### config.mk
export PLATFORM = sky130hd
export DESIGN_NAME = link_txn_assembler
export DESIGN_NICKNAME = d
export VERILOG_FILES = /design/src/rtl/link_txn_assembler.sv
export SDC_FILE = /design/constraint.sdc
export NUM_CORES = 1
export LEC_CHECK = 0
export ABC_AREA = 1
export BUFFER_PORTS_ARGS = -buffer_cell sky130_fd_sc_hd__buf_2
export CAP_MARGIN = 10
export CORE_MARGIN = 2
export CORE_UTILIZATION = 50
export DETAILED_ROUTE_END_ITERATION = 10
export PLACE_DENSITY = 0.82
export SKIP_CTS_REPAIR_TIMING = 1
export SLEW_MARGIN = 20
export SYNTH_ARGS = -nofsm -noshare
export SYNTH_HDL_FRONTEND = slang
export SYNTH_SLANG_ARGS = --single-unit
### constraint.sdc
create_clock -name clk -period 3 [get_ports clk]
set_input_delay 0.3 -clock clk [delete_from_list [all_inputs] [get_ports clk]]
set_output_delay 0.3 -clock clk [all_outputs]
set_load 0.01 [all_outputs]
### src/rtl/link_txn_assembler.sv
module link_txn_assembler #(
  parameter int DATA_W   = 32,
  parameter int TYPE_W   = 4,
  parameter int MAX_PKTS = 16
) (
  input  logic              clk,
  input  logic              rst_n,
  input  logic              pkt_valid,
  input  logic [DATA_W-1:0] pkt_data,
  input  logic              pkt_sop,
  input  logic              pkt_eop,
  input  logic [TYPE_W-1:0] pkt_type,
  input  logic              pkt_err,
  output logic              hdr_valid,
  output logic [DATA_W-1:0] hdr_addr,
  output logic [TYPE_W-1:0] hdr_type,
  output logic              beat_valid,
  output logic [DATA_W-1:0] beat_data,
  output logic              txn_commit,
  output logic              txn_abort
);

  localparam int CNT_W = $clog2(MAX_PKTS + 1);
  localparam logic [CNT_W-1:0] LAST_CNT = CNT_W'(MAX_PKTS - 1);

  logic             open_q;
  logic             poison_q;
  logic [CNT_W-1:0] cnt_q;

  wire idle_start = pkt_valid && !open_q && pkt_sop;
  wire mid_start  = pkt_valid && open_q && pkt_sop;
  wire data_pkt   = pkt_valid && open_q && !pkt_sop;
  wire bad_now    = poison_q || pkt_err;
  wire at_limit   = (cnt_q == LAST_CNT);
  wire closing    = data_pkt && (pkt_eop || at_limit);
  wire clean_end  = pkt_eop && !bad_now;

  always_ff @(posedge clk) begin
    if (!rst_n) begin
      open_q     <= 1'b0;
      poison_q   <= 1'b0;
      cnt_q      <= '0;
      hdr_valid  <= 1'b0;
      hdr_addr   <= '0;
      hdr_type   <= '0;
      beat_valid <= 1'b0;
      beat_data  <= '0;
      txn_commit <= 1'b0;
      txn_abort  <= 1'b0;
    end else begin
      hdr_valid  <= idle_start;
      beat_valid <= data_pkt;
      txn_commit <= (idle_start && pkt_eop && !pkt_err) || (closing && clean_end);
      txn_abort  <= (idle_start && pkt_eop && pkt_err) || mid_start || (closing && !clean_end);
      if (idle_start) begin
        hdr_addr <= pkt_data;
        hdr_type <= pkt_type;
        open_q   <= !pkt_eop;
        poison_q <= pkt_err;
        cnt_q    <= CNT_W'(1);
      end
      if (mid_start) open_q <= 1'b0;
      if (data_pkt) begin
        beat_data <= pkt_data;
        poison_q  <= bad_now;
        cnt_q     <= cnt_q + CNT_W'(1);
        if (closing) open_q <= 1'b0;
      end
    end
  end

  assert_verdict_exclusive_R4: assert property (@(posedge clk) disable iff (!rst_n)
    !(txn_commit && txn_abort));

  assert_end_resolves_R4: assert property (@(posedge clk) disable iff (!rst_n)
    (pkt_valid && pkt_eop && (open_q || pkt_sop)) |=> (txn_commit || txn_abort));

  assert_error_never_commits_R5: assert property (@(posedge clk) disable iff (!rst_n)
    (pkt_valid && pkt_err && pkt_eop && (open_q || pkt_sop)) |=> !txn_commit);

  assert_garbage_silent_R6: assert property (@(posedge clk) disable iff (!rst_n)
    (pkt_valid && !open_q && !pkt_sop) |=> !(hdr_valid || beat_valid || txn_commit || txn_abort));

  assert_restart_aborts_R8: assert property (@(posedge clk) disable iff (!rst_n)
    (pkt_valid && open_q && pkt_sop) |=> (txn_abort && !hdr_valid && !beat_valid));

  assert_overrun_aborts_R9: assert property (@(posedge clk) disable iff (!rst_n)
    (pkt_valid && open_q && !pkt_sop && !pkt_eop && cnt_q == LAST_CNT) |=> (txn_abort && beat_valid));

  assert_no_spurious_verdict_R10: assert property (@(posedge clk) disable iff (!rst_n)
    (txn_commit || txn_abort) |-> $past(pkt_valid));

  assert_quiet_beat_R10: assert property (@(posedge clk) disable iff (!rst_n)
    (open_q && pkt_valid && !pkt_sop && !pkt_eop && cnt_q < LAST_CNT) |=> !(txn_commit || txn_abort));

endmodule

* After elaboration in Yosys (flattened, before gate mapping) *
Index checks and enable logic that the tools add are counted.

word-level totals
  register bits = 79
  bits of input ports = 42
  output and inout port bits = 72
  word-level logic and storage cells = 44

operators by class
  add/subtract/negate cells = 1
  equal/unequal tests = 1
  mux-type cells = 8
  reduce and logical (&&, ||, !) cells = 24

operator list
  operator                                       count
  logical AND 1 bit                              12
  two-way mux 5 bit                              2
  zero test 1 bit                                6
  two-way mux 1 bit                              6
  adder 5 x 1 -> 5 bit, second input constant    1
  == test 5 x 4 -> 1 bit, second input constant  1
  logical OR 1 bit                               5
  nonzero test 2 bit                             1

* Depth between registers and ports, before layout *
Gate-level depths: netlist (run 1).

  depth after elaboration = 7
  mapped depth = 10
  depth with buffers taken out = 10

* Worst setup path after synthesis (run 1) *
OpenSTA, ideal clock, no wires.

  path type = reg2reg
  start = register cnt_q[0]
  end = register txn_abort
  arrival time = 1.132 ns
  path slack = 1.759 ns
  stages on the path, launching flop included = 11
  path buffers = 0
  path through = dfxtp_1 -> ha_1 -> nand2_1 -> nor2_1 -> ha_1 -> nor2_1 -> inv_1 -> nand3_1 -> nand3_1 -> nand2_1 -> inv_1

between the ends
  cells in the longest elaborated chain, start to end = 5

ends and longest elaborated chain
  element                   RTL line  RTL
  start: declaration        28        logic [CNT_W-1:0] cnt_q;
  start signal: assignment  66        cnt_q <= cnt_q + CNT_W'(1);
  == test 5 x 4 -> 1 bit    34        wire at_limit = (cnt_q == LAST_CNT);
  logical OR 1 bit          35        wire closing = data_pkt && (pkt_eop || at_limit);
  logical AND 1 bit         35
  logical AND 1 bit         54        txn_abort <= (idle_start && pkt_eop && pkt_err) || mid_start || (closing && !clean_end);
  logical OR 1 bit          54
  end signal: assignment    54
  end: declaration          20        output logic txn_abort

No other way between the ends.
A chain may end at the register's enable or synchronous reset.

* Worst setup path after layout (run 1) *
  start = register open_q
  end = register cnt_q[4]

between the ends
  cells in the longest elaborated chain, start to end = 4

ends and longest elaborated chain
  element                          RTL line  RTL
  start: declaration               26        logic open_q;
  start signal: assignment         58        open_q <= !pkt_eop;
  zero test 1 bit                  30        wire idle_start = pkt_valid && !open_q && pkt_sop;
  logical AND 1 bit (2 in series)  30
  nonzero test 2 bit (no line)     -

Several ways; a longest one is shown, not always the timed one.

==> metrics.md, run 1 <==
| Metric | Value |
|---|---|
| ANT cells | `0` |
| TritonRoute pass-1 iters | `4` |
| Ys Warns | `0` |
| Mean Syn Cell Area | `7.80 um^2` |
| Crit path cell chain | `nand3b_2, nor2_1, inv_1, o21ai_0` |
| Num ports | `114` |
| DR vias/cell | `4.92` |
| WP data arrival | `2100 ps` |
| LEAKAGE | `1.85 nW` |
| GR Util met1 | `0.272` |
| Post-route clock period utilization | `0.609` |
| Remaining Overflow, GRT | `0` |
| Pre-CTS WS | `1170 ps` |
| Routed len/inst | `12.6 um` |
| Rows | `27` |
| Synth cell types | `19` |
| Post-layout util | `0.651` |
| CP delay by family, top | `simple AND/OR/NAND/NOR gates` |
| Final setup margin | `1170 ps` |
| Total Power | `2.06 mW` |
| Flops & latches, synth | `79` |
| Die W | `79.0 um` |
| Final Hold Vio Count | `0` |
| Detail Route Antenna Nets | `0` |
| Worst-path clk slew | `80 ps` |
| Pins Over Slew Limit | `0` |
| RSZ-0062 raised after global routing | `false` |
| P per Cell Area | `578 nW/um^2` |
| Initial antenna violation count | `0` |
| Critical Path End Type | `flip-flop` |
| CTS tree | `yes` |
| Status | `completed` |
| Die area | `6250 um^2` |
| Slew @ Worst Pin | `794 ps` |
| Critical-path maximum fanout | `36` |
| Vias in the first global route | `2519` |
| Buf/Inv on CP | `1` |
| DRC errors left | `0` |
| Ys flop type | `dfxtp_1` |
| CP max-delay cell | `nand3b_2` |
| Max-Cap Viols | `0` |
| Met2 usage | `0.383` |
| Chip height | `79.0 um` |
| Clk Latency, worst-skew pair | `340 ps` |
| Critical Path RT | `3270 ps` |
| Global routing met3 resource utilization | `0.0614` |
| Longest Clk Path Bufs | `2` |
| CTS Buf Count | `9` |
| # nets final | `509` |
| Hold WC Path Type | `input pin to flip-flop` |
| Gr usage total | `0.224` |
| Kind of critical path | `flip-flop to flip-flop` |
| Syn_nets | `405` |
| Worst clock skew | `9.06 ps` |
| Initial Util | `0.514` |
| Via count | `2663` |
| Post-synth EDFFs | `0` |
| Core Region | `5470 um^2` |
| Layout cell share with drive strength beyond 1 | `0.288` |
| Largest net degree at the start of global routing | `47` |
| # setup viols final | `0` |
| Seq/Total Area, Yosys | `0.562` |
| Worst vdd ir | `0.346 mV` |
| Async S/R FF share, synth | `0` |
| Most Used Layer, Global Route | `met2` |
| Relative slew slack | `0.468` |
| Clock root buffer master | `clkbuf_8` |
| H-tree depth | `3` |
| Layout area overhead | `26.6%` |
| Placer congestion estimate | `0.725` |
| DRT iter0 DRCs | `130` |
| Global-route wire length before repair | `11100 um` |
| IO Port Bufs | `113` |
| Setup TNS | `0 ps` |
| Synthesized instance count | `361` |
| Min Tclk post-route | `1830 ps` |
| Critical path startpoint category | `flip-flop` |
| Detailed Place HPWL | `4270 um` |
| Cell Area, Synth | `2820 um^2` |
| CTS Sinks | `79` |
| Drt total wl | `6810 um` |
| Worst path max stage delay | `620 ps` |
| FMAX | `547 MHz` |
placed cells by master (no fill, tap or decap):
master,Yosys,routed
o21ai_0,72,72
nor2_4,2,2
ha_1,2,2
a21oi_1,5,5
o21ai_1,2,2
nor2_1,146,146
nand2_1,11,11
nand3b_1,1,1
nand3_1,6,6
nand2_2,2,2
clkbuf_1,15,1
dfxtp_1,79,79
bufinv_16,0,1
clkbuf_8,0,9
clkinv_2,0,4
buf_2,5,113
buf_4,1,2
inv_2,1,1
inv_1,8,8
nand4_1,1,1
nand3b_2,1,1
per-layer routing:
layer,wire length (um),share of wire
met5,0,0
met4,86,0.013
met3,442,0.065
met2,3220,0.47
met1,3060,0.45
flip-flops by register name (all words and copies together), names as in the netlist, 4 cells and up:
name	cells
beat_data	32
hdr_addr	32
cnt_q	5
hdr_type	4
cell families after synthesis:
kind of cell / after synthesis / synth area share
AO/OA/AOI/OAI: 79 / 0.140
adder cells (fa/ha/maj): 2 / 0.00889
buffers and inverters: 31 / 0.0476
flip-flops: 79 / 0.562
AND/OR/NAND/NOR: 170 / 0.241
Yosys cell counts (2+ instances only):
| master | number | area [um^2] |
|---|---|---|
| a21oi_1 | 5 | 25.0 |
| buf_2 | 5 | 25.0 |
| clkbuf_1 | 15 | 56.3 |
| dfxtp_1 | 79 | 1580 |
| ha_1 | 2 | 25.0 |
| inv_1 | 8 | 30.0 |
| nand2_1 | 11 | 41.3 |
| nand2_2 | 2 | 12.5 |
| nand3_1 | 6 | 30.0 |
| nor2_1 | 146 | 548 |
| nor2_4 | 2 | 22.5 |
| o21ai_0 | 72 | 360 |
| o21ai_1 | 2 | 10.0 |
cell type report:
type / count / area, um^2
inverters: 9 / 33.8
repair buffers: 115 / 581
flip-flops and latches: 79 / 1580
multi-input cells: 251 / 1100
fillers: 517 / 1910
clock inverters: 5 / 50.0
well taps: 72 / 90.1
clock buffers: 10 / 128
path summary, 6_finish.rpt:
path / start / to / slack, ps / cells after the start
min reg2reg: poison_q$_SDFFE_PN0P_ / poison_q$_SDFFE_PN0P_ / 480 / 2
max: open_q$_SDFF_PN0_ / cnt_q[4]$_SDFFE_PN0P_ / 1170 / 4
max reg2reg: open_q$_SDFF_PN0_ / cnt_q[4]$_SDFFE_PN0P_ / 1170 / 4
min: pkt_type[0] / hdr_type[0]$_SDFFE_PN0P_ / 180 / 3
where the power goes:
part / switching, mW / internal, mW
sequential: 0.0216 / 1.10
clock: 0.364 / 0.375
combinational: 0.124 / 0.0781
metrics by stage:
stage	std cells	hold slack [ps]	area, um^2
2_1_floorplan	361	435	2820
3_3_place_gp	526	454	3390
3_5_place_dp	526	470	3390
4_1_cts	541	170	3560
5_1_grt	541	178	3560
6_report	541	176	3560
worst reg2reg max path, stage by stage, from the launching register on:
cell	delay (ps)
dfxtp_1	460
nand3b_2	620
nor2_1	450
inv_1	90
o21ai_0	140
No activity file was read; power rests on OpenSTA's default activity.
==> inputs of run 2 (changes only) <==
Settings changed: ABC_AREA 1 to 0, CORE_UTILIZATION 50 to 43, PLACE_DENSITY 0.82 to 0.75.
Clock period 3 ns to 1.5 ns, I/O delays scaled along.
==> run 2 against run 1 <==
  * Wire length is 1.9% higher
  * Non-clock buffer count is 11 higher
  * Design area is 5.2% higher
  * Critical path depth is 2 higher
  * Critical endpoint is now open_q$_SDFF_PN0_
  * Synthesized cell count is 3.6% lower
==> metrics.md, run 2 <==
| Metric | Value |
|---|---|
| Status | `completed` |
| Critical path startpoint category | `flip-flop` |
| Synth top area cells | `dfxtp_1 (55%), nand2_1 (19%), a21oi_1 (12%)` |
| LEAKAGE | `1.70 nW (-8.4%)` |
| Synth cell types | `29 (+10)` |
| Worst clock skew | `5.68 ps (-3.38 ps)` |
| # nets final | `505 (-0.79%)` |
| Die area | `7310 um^2 (+17%)` |
| CP delay by family, top | `adder cells` |
| Post-Synth Adder-Cell Area | `0.00876 (-0.000132)` |
| Placed inst area | `3480 um^2 (+2.9%)` |
| Crit path cell chain | `ha_1, and3_1, ha_1, o31ai_2, a2bb2oi_1, nor2_1` |
| Most frequent cells after synthesis | `nand2_1 (141), dfxtp_1 (79), a21oi_1 (71)` |
| Post-synthesis simple-gate area fraction | `0.223 (-0.0185)` |
| Num ports | `114 (unchanged)` |
| Worst vdd ir | `0.686 mV (+98%)` |
| Detailed Place HPWL | `4900 um (+15%)` |
| Post-synth EDFFs | `0 (unchanged)` |
| Relative slew slack | `0.720 (+0.252)` |
| Ys Warns | `0 (unchanged)` |
| Cell Area, Synth | `2860 um^2 (+1.5%)` |
| Mean Syn Cell Area | `8.21 um^2 (+5.3%)` |
| DRT iter0 DRCs | `32 (-75%)` |
| Final setup margin | `134 ps (-1040 ps)` |
| Detail Route Antenna Nets | `0 (unchanged)` |
| Core Region | `6390 um^2 (+17%)` |
| RSZ-0062 raised after global routing | `false` |
| TritonRoute pass-1 iters | `4 (unchanged)` |
| Min Tclk post-route | `1370 ps (-461 ps)` |
| IO Port Bufs | `113 (unchanged)` |
| Top-count cell post-synth | `nand2_1` |
| WP data arrival | `1640 ps (-460 ps)` |
| Placer congestion estimate | `0.773 (+6.6%)` |
| Reg2Reg Capture Point | `open_q$_SDFF_PN0_` |
| P per Cell Area | `1210 nW/um^2 (+110%)` |
| Syn_nets | `392 (-3.2%)` |
| Worst path max stage delay | `340 ps (-280 ps)` |
| # setup viols final | `0 (unchanged)` |
| Largest family of logic cells by synthesized area | `simple AND/OR/NAND/NOR gates` |
| Vias in the first global route | `2551 (+1.3%)` |
| Most common cell after layout, fill and taps aside | `nand2_1` |
| Global-route wire length before repair | `11100 um (+0.19%)` |
| Most common cell on crit path | `ha_1` |
| Hold WC Path Type | `input pin to flip-flop` |
| ANT cells | `0 (unchanged)` |
| Initial Util | `0.447 (-0.0669)` |
| Kind of critical path | `flip-flop to flip-flop` |
| Flops & latches, synth | `79 (unchanged)` |
| Initial antenna violation count | `0 (unchanged)` |
| Critical Path RT | `1780 ps (-1490 ps)` |
| FMAX | `732 MHz (+34%)` |
| Share of the synthesized area in the top cell type | `0.553 (-0.00836)` |
| Ys flop type | `dfxtp_1` |
| Final instance area | `3750 um^2 (+5.2%)` |
| Gr usage total | `0.191 (-0.0327)` |
| Post-route clock period utilization | `0.910 (+0.302)` |
| Worst R2R Path Depth | `6 (+2)` |
| H-tree depth | `3 (unchanged)` |
| Clock root buffer master | `clkbuf_8` |
| Remaining Overflow, GRT | `0 (unchanged)` |
| Slew @ Worst Pin | `419 ps (-375 ps)` |
| CTS Sinks | `79 (unchanged)` |
| Hold Crit Endpoint | `beat_data[26]$_SDFFE_PN0P_` |
| Clk Latency, worst-skew pair | `330 ps (about the same)` |
| CP max-delay cell | `dfxtp_1` |
| CTS tree | `yes` |
| Largest net degree at the start of global routing | `45 (-4.3%)` |
| Layout area overhead | `31.1%` |
| Layout cell share with drive strength beyond 1 | `0.313 (+0.0255)` |
| Pins Over Slew Limit | `0 (unchanged)` |
| Critical-path maximum fanout | `4 (-89%)` |
| Most frequent cells in the layout | `nand2_1 (141), buf_2 (113), dfxtp_1 (79)` |
| RR Startpoint | `cnt_q[0]$_SDFFE_PN0P_` |
| WHS Path Cells | `3 (unchanged)` |
| Post-layout util | `0.587 (-0.0643)` |
| DRC errors left | `0 (unchanged)` |
| Pre-CTS WS | `141 ps (-1030 ps)` |
| Non-filler cells, final | `543 (+0.37%)` |
| Synthesized instance count | `348 (-3.6%)` |
| Compound-Gate Fraction of Synth Area | `0.152 (+0.0115)` |
| Largest regs | `beat_data (32), hdr_addr (32), cnt_q (5)` |
| Die W | `85.5 um (+8.2%)` |
| Setup TNS | `0 ps (unchanged)` |
| Worst-path clk slew | `80 ps (about the same)` |
| Drt total wl | `6940 um (+1.9%)` |
| Via count | `2693 (+1.1%)` |
| Largest area contributor in the netlist | `dfxtp_1` |
| Buf/Inv on CP | `0 (-1)` |
| Inst Count DP | `527 (+0.19%)` |
| Post-Synth XOR/XNOR Area | `0 (unchanged)` |
| Routed len/inst | `12.8 um (+1.5%)` |
| Chip height | `85.5 um (+8.2%)` |
| Final Hold Vio Count | `0 (unchanged)` |
| Async S/R FF share, synth | `0 (unchanged)` |
| Longest Clk Path Bufs | `2 (unchanged)` |
| Mux contribution to synthesized area | `0.00350 (+0.00350)` |
| Hold Startpoint | `pkt_data[26]` |
| Max-Cap Viols | `0 (unchanged)` |
| Critical Path End Type | `flip-flop` |
| Rows | `29 (+7.4%)` |
| CTS Buf Count | `9 (unchanged)` |
| Seq/Total Area, Yosys | `0.553 (-0.00836)` |
| DR vias/cell | `4.96 (+0.75%)` |
| R2R Setup Slk | `130 ps (-1040 ps)` |
## run 2: cell types whose count changed after synthesis, moves of 3 or more
cell	previous run	this run
nor2_1	146	3
nand2_1	11	141
o21ai_0	72	1
a21oi_1	5	71
clkbuf_1	15	5
inv_1	8	2
buf_6	1	6
buf_4	1	4
nand3_1	6	3
## run 2: cell type report
class	count	area [um^2]
clock inverters	7	135
multi-input cells	242	1110
flip-flops and latches	79	1580
well taps	77	96.3
fillers	638	2640
clock buffers	9	124
inverters	3	11.3
repair buffers	126	688
## run 2: routing by layer
layer,vias up,share of wire,global-route usage
met5,-,0,0
met4,0,0.012,0.0837
met3,7,0.064,0.0568
met2,84,0.49,0.335
met1,1243,0.43,0.215
li1,1359,-,-
## run 2: worst max-delay path by stage
stage	depth (start not counted)	slack [ps]	end	from
6_report	6	130	open_q$_SDFF_PN0_	cnt_q[0]$_SDFFE_PN0P_
5_1_grt	6	20	open_q$_SDFF_PN0_	cnt_q[0]$_SDFFE_PN0P_
4_1_cts	6	120	open_q$_SDFF_PN0_	cnt_q[0]$_SDFFE_PN0P_
3_5_place_dp	6	140	open_q$_SDFF_PN0_	cnt_q[0]$_SDFFE_PN0P_
3_3_place_gp	6	180	open_q$_SDFF_PN0_	cnt_q[0]$_SDFFE_PN0P_
2_1_floorplan	4	210	cnt_q[4]$_SDFFE_PN0P_	cnt_q[0]$_SDFFE_PN0P_
## run 2: logic make-up after synthesis
group,Yosys count
adder cells (fa/ha/maj),2
flip-flops,79
AND/OR/NAND/NOR,158
AO/OA/AOI/OAI,81
multiplexers,1
buffers and inverters,27
## run 2: worst register-to-register path: stages (launching register included)
cell and delay [ps]:
dfxtp_1 340, ha_1 220, and3_1 180, ha_1 200
o31ai_2 190, a2bb2oi_1 100, nor2_1 80
## run 2: report_power, final
group | leakage, nW | switching (mW) | internal [mW]
Sequential | 0.641 | 0.0305 | 2.16
Combinational | 0.921 | 0.208 | 0.147
Clock | 0.133 | 0.719 | 1.26
## run 2: metrics by stage
| step | hold WS, ps | power (mW) |
|---|---|---|
| 6_report | 56.4 | 4.53 |
| 3_3_place_gp | 391 | 2.58 |
| 4_1_cts | 37.8 | 4.58 |
| 3_5_place_dp | 403 | 2.59 |
| 2_1_floorplan | 271 | 2.42 |
| 5_1_grt | 30.7 | 4.73 |
